===== src/rtl/sbus_rx_pkg.sv =====
package sbus_rx_pkg;
  typedef enum logic [2:0] {
    ST_IDLE,
    ST_HDR,
    ST_BITS,
    ST_PAR,
    ST_ACK
  } st_e;

  typedef enum logic [2:0] {
    FD_MADDR,
    FD_SADDR,
    FD_CTRL,
    FD_LEN,
    FD_DATA
  } fd_e;
endpackage


===== src/rtl/sbus_rx_shreg.sv =====
module sbus_rx_shreg #(
  parameter int W = 12
) (
  input  logic         clk_i,
  input  logic         rst_ni,
  input  logic         clr_i,
  input  logic         en_i,
  input  logic         bit_i,
  output logic [W-1:0] data_o,
  output logic         par_o
);
  always_ff @(posedge clk_i or negedge rst_ni) begin
    if (!rst_ni) begin
      data_o <= '0;
      par_o  <= 1'b0;
    end else if (clr_i) begin
      data_o <= '0;
      par_o  <= 1'b0;
    end else if (en_i) begin
      data_o <= {data_o[W-2:0], bit_i};
      par_o  <= par_o ^ bit_i;
    end
  end
endmodule


===== src/rtl/sbus_rx_match.sv =====
module sbus_rx_match #(
  parameter int ADDR_W = 12,
  parameter int GRP_W  = 4
) (
  input  logic [ADDR_W-1:0] sa_i,
  input  logic [ADDR_W-1:0] unit_i,
  input  logic [GRP_W-1:0]  grp_i,
  input  logic              bcast_i,
  output logic              hit_o
);
  logic general, group, exact;

  assign general = &sa_i;
  assign group   = sa_i[ADDR_W-1 -: GRP_W] == grp_i;
  assign exact   = sa_i == unit_i;
  assign hit_o   = bcast_i ? (general | group) : exact;
endmodule


===== src/rtl/sbus_frame_rx.sv =====
module sbus_frame_rx
  import sbus_rx_pkg::*;
#(
  parameter int ADDR_W = 12,
  parameter int GRP_W  = 4,
  parameter int CTRL_W = 4,
  parameter int BYTE_W = 8
) (
  input  logic              clk_i,
  input  logic              rst_ni,
  input  logic              start_i,
  input  logic              slot_valid_i,
  input  logic              slot_bit_i,
  input  logic [ADDR_W-1:0] unit_addr_i,
  input  logic [GRP_W-1:0]  group_i,
  output logic              ack_pull_o,
  output logic              hdr_valid_o,
  output logic [CTRL_W-1:0] ctrl_o,
  output logic [BYTE_W-1:0] len_o,
  output logic              byte_valid_o,
  output logic [BYTE_W-1:0] byte_o,
  output logic              byte_perr_o,
  output logic              done_o,
  output logic              done_bcast_o,
  output logic [ADDR_W-1:0] done_master_o,
  output logic              done_err_o
);
  localparam int SR_W  = ADDR_W;
  localparam int CNT_W = $clog2(SR_W + 1);

  st_e               st_q;
  fd_e               fd_q;
  logic [CNT_W-1:0]  cnt_q, cnt_nxt, fw;
  logic              bcast_q, hit_q, err_q;
  logic [BYTE_W-1:0] rem_q;
  logic [ADDR_W-1:0] master_q;
  logic [SR_W-1:0]   sr_data;
  logic              sr_par, sr_clr, sr_en, perr_now, hit_now, ack_ok;

  always_comb begin
    unique case (fd_q)
      FD_MADDR, FD_SADDR: fw = CNT_W'(ADDR_W);
      FD_CTRL:            fw = CNT_W'(CTRL_W);
      default:            fw = CNT_W'(BYTE_W);
    endcase
  end

  assign cnt_nxt  = cnt_q + CNT_W'(1);
  assign sr_clr   = start_i | (slot_valid_i & (st_q != ST_BITS));
  assign sr_en    = slot_valid_i & (st_q == ST_BITS);
  assign perr_now = sr_par ^ slot_bit_i;
  assign ack_ok   = hit_q & ~bcast_q & ~perr_now;

  sbus_rx_shreg #(.W(SR_W)) u_shreg (
    .clk_i  (clk_i),
    .rst_ni (rst_ni),
    .clr_i  (sr_clr),
    .en_i   (sr_en),
    .bit_i  (slot_bit_i),
    .data_o (sr_data),
    .par_o  (sr_par)
  );

  sbus_rx_match #(.ADDR_W(ADDR_W), .GRP_W(GRP_W)) u_match (
    .sa_i    (sr_data[ADDR_W-1:0]),
    .unit_i  (unit_addr_i),
    .grp_i   (group_i),
    .bcast_i (bcast_q),
    .hit_o   (hit_now)
  );

  always_ff @(posedge clk_i or negedge rst_ni) begin
    if (!rst_ni) begin
      st_q          <= ST_IDLE;
      fd_q          <= FD_MADDR;
      cnt_q         <= '0;
      bcast_q       <= 1'b0;
      hit_q         <= 1'b0;
      err_q         <= 1'b0;
      rem_q         <= '0;
      master_q      <= '0;
      ack_pull_o    <= 1'b0;
      hdr_valid_o   <= 1'b0;
      ctrl_o        <= '0;
      len_o         <= '0;
      byte_valid_o  <= 1'b0;
      byte_o        <= '0;
      byte_perr_o   <= 1'b0;
      done_o        <= 1'b0;
      done_bcast_o  <= 1'b0;
      done_master_o <= '0;
      done_err_o    <= 1'b0;
    end else begin
      hdr_valid_o  <= 1'b0;
      byte_valid_o <= 1'b0;
      done_o       <= 1'b0;
      if (start_i) begin
        st_q       <= ST_HDR;
        ack_pull_o <= 1'b0;
        hit_q      <= 1'b0;
        err_q      <= 1'b0;
      end else if (slot_valid_i) begin
        unique case (st_q)
          ST_HDR: begin
            bcast_q <= ~slot_bit_i;  // bus 0 = broadcast
            fd_q    <= FD_MADDR;
            cnt_q   <= '0;
            st_q    <= ST_BITS;
          end
          ST_BITS: begin
            cnt_q <= cnt_nxt;
            if (cnt_nxt == fw) st_q <= ST_PAR;
          end
          ST_PAR: begin
            err_q <= err_q | perr_now;
            st_q  <= ST_ACK;
            unique case (fd_q)
              FD_MADDR: begin
                master_q <= sr_data[ADDR_W-1:0];
                fd_q     <= FD_SADDR;
                cnt_q    <= '0;
                st_q     <= ST_BITS;
              end
              FD_SADDR: begin
                hit_q      <= hit_now & ~perr_now;
                ack_pull_o <= hit_now & ~perr_now & ~bcast_q;
              end
              FD_CTRL: begin
                ctrl_o     <= sr_data[CTRL_W-1:0];
                ack_pull_o <= ack_ok;
              end
              FD_LEN: begin
                len_o       <= sr_data[BYTE_W-1:0];
                rem_q       <= sr_data[BYTE_W-1:0];
                hdr_valid_o <= hit_q;
                ack_pull_o  <= ack_ok;
              end
              default: begin
                byte_o       <= sr_data[BYTE_W-1:0];
                byte_perr_o  <= perr_now;
                byte_valid_o <= hit_q;
                rem_q        <= rem_q - BYTE_W'(1);
                ack_pull_o   <= ack_ok;
              end
            endcase
          end
          ST_ACK: begin
            ack_pull_o <= 1'b0;
            cnt_q      <= '0;
            st_q       <= ST_BITS;
            unique case (fd_q)
              FD_SADDR: fd_q <= FD_CTRL;
              FD_CTRL:  fd_q <= FD_LEN;
              default: begin
                fd_q <= FD_DATA;
                if (rem_q == '0) begin
                  st_q          <= ST_IDLE;
                  done_o        <= hit_q;
                  done_bcast_o  <= bcast_q;
                  done_master_o <= master_q;
                  done_err_o    <= err_q;
                end
              end
            endcase
          end
          default: ;
        endcase
      end
    end
  end
endmodule


===== config.mk =====
export PLATFORM = sky130hd
export DESIGN_NAME = sbus_frame_rx
export DESIGN_NICKNAME = d
export VERILOG_FILES = /design/src/rtl/sbus_rx_pkg.sv /design/src/rtl/sbus_rx_shreg.sv /design/src/rtl/sbus_rx_match.sv /design/src/rtl/sbus_frame_rx.sv
export SDC_FILE = /design/constraint.sdc
export NUM_CORES = 1
export LEC_CHECK = 0
export BUFFER_PORTS_ARGS = -buffer_cell sky130_fd_sc_hd__buf_2
export CELL_PAD_IN_SITES_DETAIL_PLACEMENT = 1
export CELL_PAD_IN_SITES_GLOBAL_PLACEMENT = 1
export CORE_ASPECT_RATIO = 1.1
export CORE_MARGIN = 5
export CORE_UTILIZATION = 42
export CTS_BUF_LIST = sky130_fd_sc_hd__clkbuf_4
export DETAILED_ROUTE_END_ITERATION = 8
export PLACE_DENSITY = 0.89
export SYNTH_ARGS = -nofsm -noshare
export SYNTH_HDL_FRONTEND = slang
export SYNTH_SLANG_ARGS = --single-unit

===== constraint.sdc =====
create_clock -name clk_i -period 1.61 [get_ports clk_i]
set_input_delay 0.322 -clock clk_i [delete_from_list [all_inputs] [get_ports clk_i]]
set_output_delay 0.322 -clock clk_i [all_outputs]
set_load 0.02 [all_outputs]

; Word-level counts from Yosys, hierarchy flattened
; Index checks and enable logic that the tools add are counted.
[totals]
out_inout_bits = 39
elab_cells = 126
in_bits = 21
register_bits = 85
memories = 0
romBits = 0
latch_bits = 0
ram_bits = 0
[op_classes]
bitwise_logic = 17
eq_ne = 14
shifts = 0
n_div = 0
n_reduce_logical = 29
add_sub_neg = 2
order_cmp = 0
muxes = 43
multipliers = 0
[op_table]
columns = operator, n
row1 = AND reduction 4 bit, 7
row2 = 2-to-1 mux 1 bit, 25
row3 = 2-to-1 mux 12 bit, 2
row4 = one-hot mux 8 bit (2 select lines), 1
row5 = 2-to-1 mux 3 bit, 5
row6 = equality test 12 bit, 1
row7 = equality test 3 x 2 -> 1 bit (second input constant), 4
row8 = one-hot mux 3 bit (4 select lines), 1
row9 = one-hot mux 4 bit (3 select lines), 1
row10 = AND reduction 12 bit, 1
row11 = AND reduction 3 bit, 4
row12 = one-hot mux 3 bit (3 select lines), 1
row13 = nonzero test 3 bit, 3
row14 = equality test 4 bit, 2
row15 = zero test 8 bit, 1
row16 = one-hot mux 4 bit (2 select lines), 1
row17 = nonzero test 2 bit, 4
row18 = subtractor 8 x 1 -> 8 bit (second input constant), 1
row19 = NOT 1 bit, 7
row20 = AND 1 bit, 6
row21 = equality test 3 x 1 -> 1 bit (second input constant), 2
row22 = inequality test 3 x 2 -> 1 bit (second input constant), 2
row23 = one-hot mux 3 bit (2 select lines), 1
row24 = OR reduction 2 bit, 3
row25 = 15 further kinds, 19

; Longest topological paths before layout
; Gate-level depths: netlist of the first run.
[logic_depth]
depth_word = 9
mapped_depth = 7
mapped_depth_nobuf = 6

; Modules after synthesis
; From an unflattened synthesis of the first run, not the netlist that was laid out.
[unflattened]
hier_cells = 332
area_unflattened_um2 = 4096.4
[by_module_without_submodules]
columns = mod, area_per_inst_um2, instances, cells_each, seq_area_each_um2
row1 = sbus_frame_rx, 3316.9, 1, 263, 1801.7
row2 = sbus_rx_shreg, 561.8, 1, 43, 325.3
row3 = sbus_rx_match, 217.7, 1, 26, 0.0

; Worst setup path before layout of the first run
; No wires, ideal clock.
[synth_path]
path_type = reg-to-reg
start = reg rem_q[5]
end = reg done_master_o[10]
period_less_slack_ns = 1.710
path_stages_with_launch = 6
required_time_ns = 1.483
arrival_ns = 1.583
setup_time_ns = 0.127
slack_ns = -0.100
path_buffers = 1
path_cell_list = dfrtp_1 nor4_2 o2111ai_2 nor2_4 buf_6 mux2_1
[synth_between]
elab_chain_cells = 2
[synth_rtl]
columns = element, line
row1 = "start, declared", sbus_frame_rx.sv:35  ; logic [BYTE_W-1:0] rem_q;
row2 = "start signal, assigned", sbus_frame_rx.sv:134  ; rem_q <= sr_data[BYTE_W-1:0];
row3 = "start signal, assigned", sbus_frame_rx.sv:142  ; rem_q <= rem_q - BYTE_W'(1);
row4 = zero test 8 bit, sbus_frame_rx.sv:156  ; if (rem_q == '0) begin
row5 = AND reduction 5 bit (no source line), --
row6 = "end signal, assigned", sbus_frame_rx.sv:160  ; done_master_o <= master_q;
row7 = "end, declared", sbus_frame_rx.sv:25  ; output logic [ADDR_W-1:0] done_master_o,
; No other way between the ends.
; A chain may end at the register's enable or synchronous reset.

; Final worst setup path of the first run
[layout_path]
start = reg rem_q[4]
end = reg done_master_o[9]
; Same word-level chain as after synthesis.

==> results of run 1 <==
worst max-delay path: cells and delay by family (launching register included):
family / cells / cell delay (ps)
AO/OA/AOI/OAI: 1 / 200
buffers and inverters: 1 / 160
flip-flops: 1 / 460
multiplexers: 1 / 330
AND/OR/NAND/NOR: 2 / 460
layout by cell type, fill, tap and decap left out, drive strengths merged, types with 2 or more instances in the layout:
cell and n:
buf 133, dfrtp 85, mux2 45, nand2 25
xnor2 19, o21ai 19, nor2 17, a21oi 16
nand3 13, a22o 10, nand2b 10, clkbuf 9
nor3 9, inv 9, nand4 7, nor2b 3
nand3b 3, a21o 3, a22oi 3, mux2i 3
ha 3, nor3b 3, a31oi 3, o2bb2ai 2
o211ai 2, o22ai 2, clkinvlp 2, and3b 2
a41oi 2
cells by family (layout without fill, tap and decap cells):
| family | count (synthesis) | after routing | share of synthesized area [%] |
|---|---|---|---|
| other | 0 | 1 | 0 |
| adder cells (fa/ha/maj) | 3 | 3 | 0.943 |
| flip-flops | 85 | 85 | 53.4 |
| AND/OR/NAND/NOR | 95 | 96 | 13.0 |
| XOR/XNOR | 20 | 20 | 4.40 |
| AO/OA/AOI/OAI | 68 | 68 | 11.3 |
| multiplexers | 48 | 48 | 13.5 |
| buffers and inverters | 30 | 156 | 3.43 |
area by class of cell:
class	instances	area, µm²	share of cell area (%)
antenna	1	2.50	0.0476
multi-input combinational	235	1880	35.7
sequential	85	2130	40.6
clock inverter	7	81.3	1.55
inverter	6	22.5	0.428
timing repair buffer	134	928	17.6
clock buffer	9	67.6	1.28
tap	117	146	2.78
cell usage after synthesis (2+ instances only):
| cell type | n | area share (%) |
|---|---|---|
| ha_1 | 3 | 0.94 |
| a21o_1 | 3 | 0.57 |
| mux2_2 | 35 | 9.9 |
| o211ai_1 | 2 | 0.38 |
| mux2i_1 | 3 | 0.75 |
| nand3_1 | 13 | 1.6 |
| nor3_1 | 9 | 1.1 |
| nor2_1 | 15 | 1.4 |
| a22o_1 | 10 | 2.2 |
| nand2_2 | 2 | 0.31 |
| a22oi_1 | 3 | 0.57 |
| nor2b_1 | 3 | 0.47 |
| inv_1 | 6 | 0.57 |
| o22ai_1 | 2 | 0.31 |
| a21oi_1 | 16 | 2.0 |
| nand2b_1 | 10 | 1.6 |
| mux2_1 | 10 | 2.8 |
| xnor2_1 | 19 | 4.2 |
| nand3b_1 | 3 | 0.57 |
| buf_6 | 2 | 0.57 |
| clkbuf_1 | 15 | 1.4 |
| o2bb2ai_1 | 2 | 0.44 |
| nand4_1 | 7 | 1.1 |
| buf_2 | 7 | 0.88 |
| o21ai_0 | 18 | 2.3 |
| a41oi_1 | 2 | 0.44 |
| and3b_1 | 2 | 0.44 |
| dfrtp_1 | 85 | 53 |
| nand2_1 | 22 | 2.1 |
| a31oi_1 | 3 | 0.47 |
power breakdown:
part,switching [mW],leakage (nW),internal (mW)
registers,0.0239,1.16,2.15
clock network,0.852,0.0764,0.497
logic,0.201,1.38,0.152
state kept, by name, summed over array words and instances, names as in the netlist, 3 cells and up:
| register | count |
|---|---|
| rem_q | 8 |
| done_master_o | 12 |
| byte_o | 8 |
| st_q | 3 |
| ctrl_o | 4 |
| len_o | 8 |
| u_shreg.data_o | 12 |
| master_q | 12 |
| cnt_q | 4 |
| fd_q | 3 |
worst max-delay path by stage:
stage / start / depth (start not counted) / to
detailed placement: rem_q[4] / 5 / done_master_o[9]
floorplan: rem_q[5] / 5 / done_master_o[10]
CTS: rem_q[4] / 5 / done_master_o[9]
global placement: rem_q[5] / 5 / done_err_o
finish: rem_q[4] / 5 / done_master_o[9]
global route: rem_q[6] / 5 / done_master_o[7]
layer usage:
layer / vias up / wire [µm]
met3: 32 / 545
met1: 1791 / 5210
li1: 1499 / -
met5: - / 0
met4: 0 / 358
met2: 116 / 7740
what timing repair did:
action | CTS | global route
gates cloned | 1 | 0
endpoints found under the hold margin | 31 | 0
hold buffers | 1 | 0
gates resized for setup | 16 | 30
endpoints found under the setup margin | 39 | 70
setup buffers | 7 | 6
pin swaps | 6 | 10
through the flow:
stage / setup TNS, ps / area (µm²) / utilization, % / std cells
after detailed placement: -2640 / 4820 / 51.8 / 562
after CTS: -1450 / 5090 / 54.7 / 587
after global placement: -638 / 4820 / 51.8 / 562
after floorplan: -842 / 3980 / - / 349
final: -1290 / 5260 / 56.5 / 594
after global routing: -2600 / 5260 / 56.5 / 594
==> impl_metrics.json, run 1 <==
{
  "run_status": "finished, violations left",
  "failing_checks": "negative setup slack",
  "clock_sink_count": 85,
  "worstPathRequired_ps": 1940,
  "cts-root-buf": "clkbuf_4",
  "final_hold_violations": 0,
  "rr_endpoint": "done_master_o[9]",
  "drt-total-wl_um": 13900,
  "via_per_inst": 5.79,
  "hold-worst-slack_ps": 184,
  "postSynthCellCount": 349,
  "setup_viol_count_final": 17,
  "initial_core_util_pct": 42.8,
  "placeableCoreArea_um2": 9310,
  "postLayoutSetupSlackWorst_ps": -115,
  "post-layout-total-power_mw": 3.88,
  "max-cap-violations": 0,
  "end_kind": "register",
  "nNetsFinal": 495,
  "vias": 3438,
  "die_x_um": 103,
  "final_layout_size_suffix_gt1_share_pct": 46.0,
  "grt_use_met2_pct": 42.2,
  "num-fill-cells": 997,
  "routed_wire_length_per_instance_um": 23.3,
  "hold_path_startpoint": "slot_bit_i",
  "rr_worst_depth": 5,
  "critPathKind": "register to register",
  "die_height_um": 112,
  "clock_latency_ps": 460,
  "area_delta_synth_final_pct": 32.1,
  "ir_drop_mv": 0.428,
  "avgSynthCellArea_um2": 11.4,
  "boundaryPins": 60,
  "tritoncts": "yes",
  "maxSlewViolCount": 0,
  "seq_area_frac_synth_pct": 53.4,
  "hpwl_um": 8920,
  "cts-root-to-sink-buffers": 2,
  "min_path_type": "input pin to register",
  "first_pass_grt_wire_length_um": 20600,
  "placement_rows": 37,
  "floorplan.die_area_um2": 11500,
  "grt_use_total_pct": 23.5,
  "ys_seq_elements": 85,
  "tritoncts.num_buffers": 9,
  "async_reset_ff_share_pct": 100,
  "buffer_ports.inserted": 59,
  "fin_crit_sh_pct": 107,
  "period_needed_ps": 1720,
  "syn_nets": 373,
  "global_route.usage.met3_pct": 4.47,
  "finClkSkew_ps": 26.1,
  "max_slew_margin_pct": 41.2,
  "synth_edf_count": 0,
  "grt_antenna_before_repair": 1,
  "drt_first_pass_iters": 4,
  "grt-ovfl-total": 0,
  "grt_busiest_layer": "met2",
  "critical_path_arrival_ps": 2060,
  "achievable_freq_mhz": 580,
  "worst_slew_pin_slew_ps": 878,
  "worst_path_largest_cell_delay_ps": 460,
  "p_per_area_nw_per_um2": 737,
  "yosys.cell_types.count": 47,
  "setup.worst_path.start_class": "register",
  "clkSlewWorstSetupHoldPaths_ps": 160,
  "post_detailed_route_drc_marker_count": 0,
  "r2r-start": "rem_q[4]",
  "drt.antenna.violating_nets": 0,
  "netlist_area_um2": 3980,
  "rsz_0062_raised_after_global_routing": "true",
  "min_delay_path_depth": 3,
  "end_of_the_worst_hold_path": "bcast_q",
  "routabilityCongestion": 0.890,
  "synth.yosys.warnings": 0,
  "power.leakage_nw": 2.61,
  "timing.critical_path.cells": "nor4_4 > o2111ai_2 > nor2_4 > buf_12 > mux2_4",
  "grt_max_degree": 36,
  "setup.reg_to_reg.worst_slack_ps": -110,
  "place_worst_setup_slack_ps": -183,
  "crit_path_max_fanout": 14,
  "globalRouteMet1Util_pct": 27.0,
  "synth_top_flop_cell": "dfrtp_1",
  "crit_path_top_delay_cell": "dfrtp_1",
  "grt_pass1_vias": 3756,
  "initialDrtViolationCount": 187,
  "cts.htree.levels": 3
}
(Power assumes the default switching activity.)
==> run 2: changes to the inputs <==
--- a/config.mk
+++ b/config.mk
@@ -6,11 +6,11 @@
 export NUM_CORES = 1
 export LEC_CHECK = 0
 export BUFFER_PORTS_ARGS = -buffer_cell sky130_fd_sc_hd__buf_2
-export CELL_PAD_IN_SITES_DETAIL_PLACEMENT = 1
-export CELL_PAD_IN_SITES_GLOBAL_PLACEMENT = 1
+export CELL_PAD_IN_SITES_DETAIL_PLACEMENT = 0
+export CELL_PAD_IN_SITES_GLOBAL_PLACEMENT = 2
 export CORE_ASPECT_RATIO = 1.1
 export CORE_MARGIN = 5
-export CORE_UTILIZATION = 42
+export CORE_UTILIZATION = 35
 export CTS_BUF_LIST = sky130_fd_sc_hd__clkbuf_4
 export DETAILED_ROUTE_END_ITERATION = 8
 export PLACE_DENSITY = 0.89
==> run 2 against run 1 <==
Against the previous run:
- global-route usage is 7.5 points lower
- the flow still finishes with violations (negative setup slack)
- final cell count is 4.5% higher
- sequential cell count stayed put
- clock skew is 4.6 ps lower
- largest power group unchanged
- clock power is 16% lower
- fmax is 0.15% higher
- first-iteration DRC count is 4.3% lower
- total power is 6.7% lower
==> impl_metrics.json, run 2 (same netlist as run 1, synthesis figures left out) <==
{
  "failing_checks": "negative setup slack",
  "p_per_area_nw_per_um2": 701,
  "hpwl_um": 7780,
  "worst_path_largest_cell_delay_ps": 440,
  "num-fill-cells": 1029,
  "min_path_type": "input pin to register",
  "via_per_inst": 5.08,
  "drt.antenna.violating_nets": 0,
  "initialDrtViolationCount": 179,
  "period_needed_ps": 1720,
  "power.leakage_nw": 2.59,
  "run_status": "finished, violations left",
  "cts-root-buf": "clkbuf_4",
  "crit_path_top_delay_cell": "dfrtp_1",
  "multiInputGateArea_um2": 1820,
  "cts-root-to-sink-buffers": 2,
  "grt-ovfl-total": 0,
  "floorplan.die_area_um2": 13600,
  "setup_viol_count_final": 14,
  "final_hold_violations": 0,
  "routabilityCongestion": 0.869,
  "cellInternalPower_mw": 2.64,
  "nNetsFinal": 492,
  "final_area_um2": 5170,
  "clock_sink_count": 85,
  "cts.htree.levels": 3,
  "boundaryPins": 60,
  "timing.critical_path.cells": "nor4_4 > o2111ai_2 > nor2_4 > buf_12 > mux2_1",
  "final_common_cell": "dfrtp_1",
  "comb_power_share_pct": 8.6,
  "final_layout_size_suffix_gt1_share_pct": 44.0,
  "register_area_um2": 2130,
  "max_slew_margin_pct": 75.8,
  "postLayoutSetupSlackWorst_ps": -112,
  "grt_pass1_vias": 3368,
  "critPathTopFamily": "simple AND/OR/NAND/NOR gates",
  "placeableCoreArea_um2": 11000,
  "clkSlewWorstSetupHoldPaths_ps": 150,
  "ir_drop_mv": 0.429,
  "finClkSkew_ps": 21.5,
  "maxSlewViolCount": 0,
  "critPathKind": "register to register",
  "layout_common_cells": "82 x dfrtp_1, 69 x buf_4, 58 x buf_2, 34 x mux2_2, 21 x nand2_1",
  "finalCoreUtilization_pct": 46.9,
  "setup.worst_path.start_class": "register",
  "routed_wire_length_per_instance_um": 16.7,
  "end_kind": "register",
  "worst_slew_pin_slew_ps": 360,
  "crit_path_max_fanout": 14,
  "fin_crit_sh_pct": 107,
  "grt_use_total_pct": 16.0,
  "rsz_0062_raised_after_global_routing": "true",
  "placed_cells_incl_taps": 595,
  "worstPathRequired_ps": 1950,
  "die_x_um": 112,
  "sw_frac_of_total_pct": 27.2,
  "clock_latency_ps": 450,
  "tritoncts": "yes",
  "grt_antenna_before_repair": 1,
  "vias": 3154,
  "post_detailed_route_drc_marker_count": 0,
  "layout_top_registers": "done_master_o x12, master_q x12, u_shreg.data_o x12",
  "placed_area_um2": 4870,
  "max-cap-violations": 0,
  "achievable_freq_mhz": 581,
  "drt-total-wl_um": 10300,
  "total_switching_power_mw": 0.985,
  "drt_first_pass_iters": 4,
  "grt_max_degree": 26,
  "path_buf_inv": 1,
  "clock_power_share_pct": 31.3,
  "placement_rows": 40,
  "buffer_ports.inserted": 59,
  "place_worst_setup_slack_ps": -92.8,
  "tritoncts.num_buffers": 9,
  "die_height_um": 122,
  "first_pass_grt_wire_length_um": 17300,
  "initial_core_util_pct": 36.2,
  "share_seq_of_total_power_pct": 60.1,
  "number_of_non_filler_instances_in_the_completed_layout": 621,
  "area_delta_synth_final_pct": 29.8,
  "critical_path_arrival_ps": 2060
}
-- run 2: final cells by class --
type	instances	area share (%)
Sequential cell	85	41.2
Multi-Input combinational cell	234	35.1
Timing Repair Buffer	132	17.2
Tap cell	147	3.56
Clock buffer	9	1.31
Clock inverter	7	1.04
Inverter	6	0.436
Antenna cell	1	0.0484
-- run 2: repair_timing --
action / in CTS / in global routing
gates resized for setup: 6 / 16
buffers inserted: 2 / 6
hold endpoints to repair: 20 / 0
hold buffers: 1 / 0
setup endpoints to repair: 24 / 54
pin swaps: 2 / 12
-- run 2: metal layers --
metal | wire (µm) | global-route usage (%) | vias to the layer above
met4 | 180 | 5.70 | 0
met5 | 0 | 0 | -
met3 | 443 | 3.63 | 12
met1 | 4590 | 20.2 | 1577
met2 | 5130 | 27.0 | 84
li1 | - | - | 1481
-- run 2: power groups by stage --
stage / logic [mW] / registers [mW] / clock network, mW
2_1_floorplan: 0.114 / 2.21 / 0
3_3_place_gp: 0.289 / 2.21 / 0
3_5_place_dp: 0.293 / 2.21 / 0
4_1_cts: 0.300 / 2.18 / 1.18
5_1_grt: 0.347 / 2.18 / 1.28
6_report: 0.310 / 2.18 / 1.13
-- run 2: final timing paths --
path	startpoint	slack [ps]	cells after the start	to
min reg2reg	master_q[8]	500	1	done_master_o[8]
max reg2reg	rem_q[6]	-110	5	done_master_o[9]
min in group asynchronous	rst_ni	290	2	byte_o[2]
max in group asynchronous	rst_ni	770	3	master_q[8]
max	rem_q[6]	-110	5	done_master_o[9]
min	start_i	200	3	u_shreg.data_o[2]
-- run 2: worst register-to-register path, cell delays in order (launching register included) --
cell       delay, ps
dfrtp_1          440
nor4_4           320
o2111ai_2        220
nor2_4           140
buf_12           160
mux2_1           350
-- run 2: per-stage QoR --
step	setup TNS, ps	hold slack (ps)	power [mW]
after CTS	-1020	169	3.66
after global routing	-1720	168	3.81
final	-1270	196	3.62
after global placement	-942	232	2.50
after floorplan	-842	26.4	2.32
after detailed placement	-1260	240	2.51
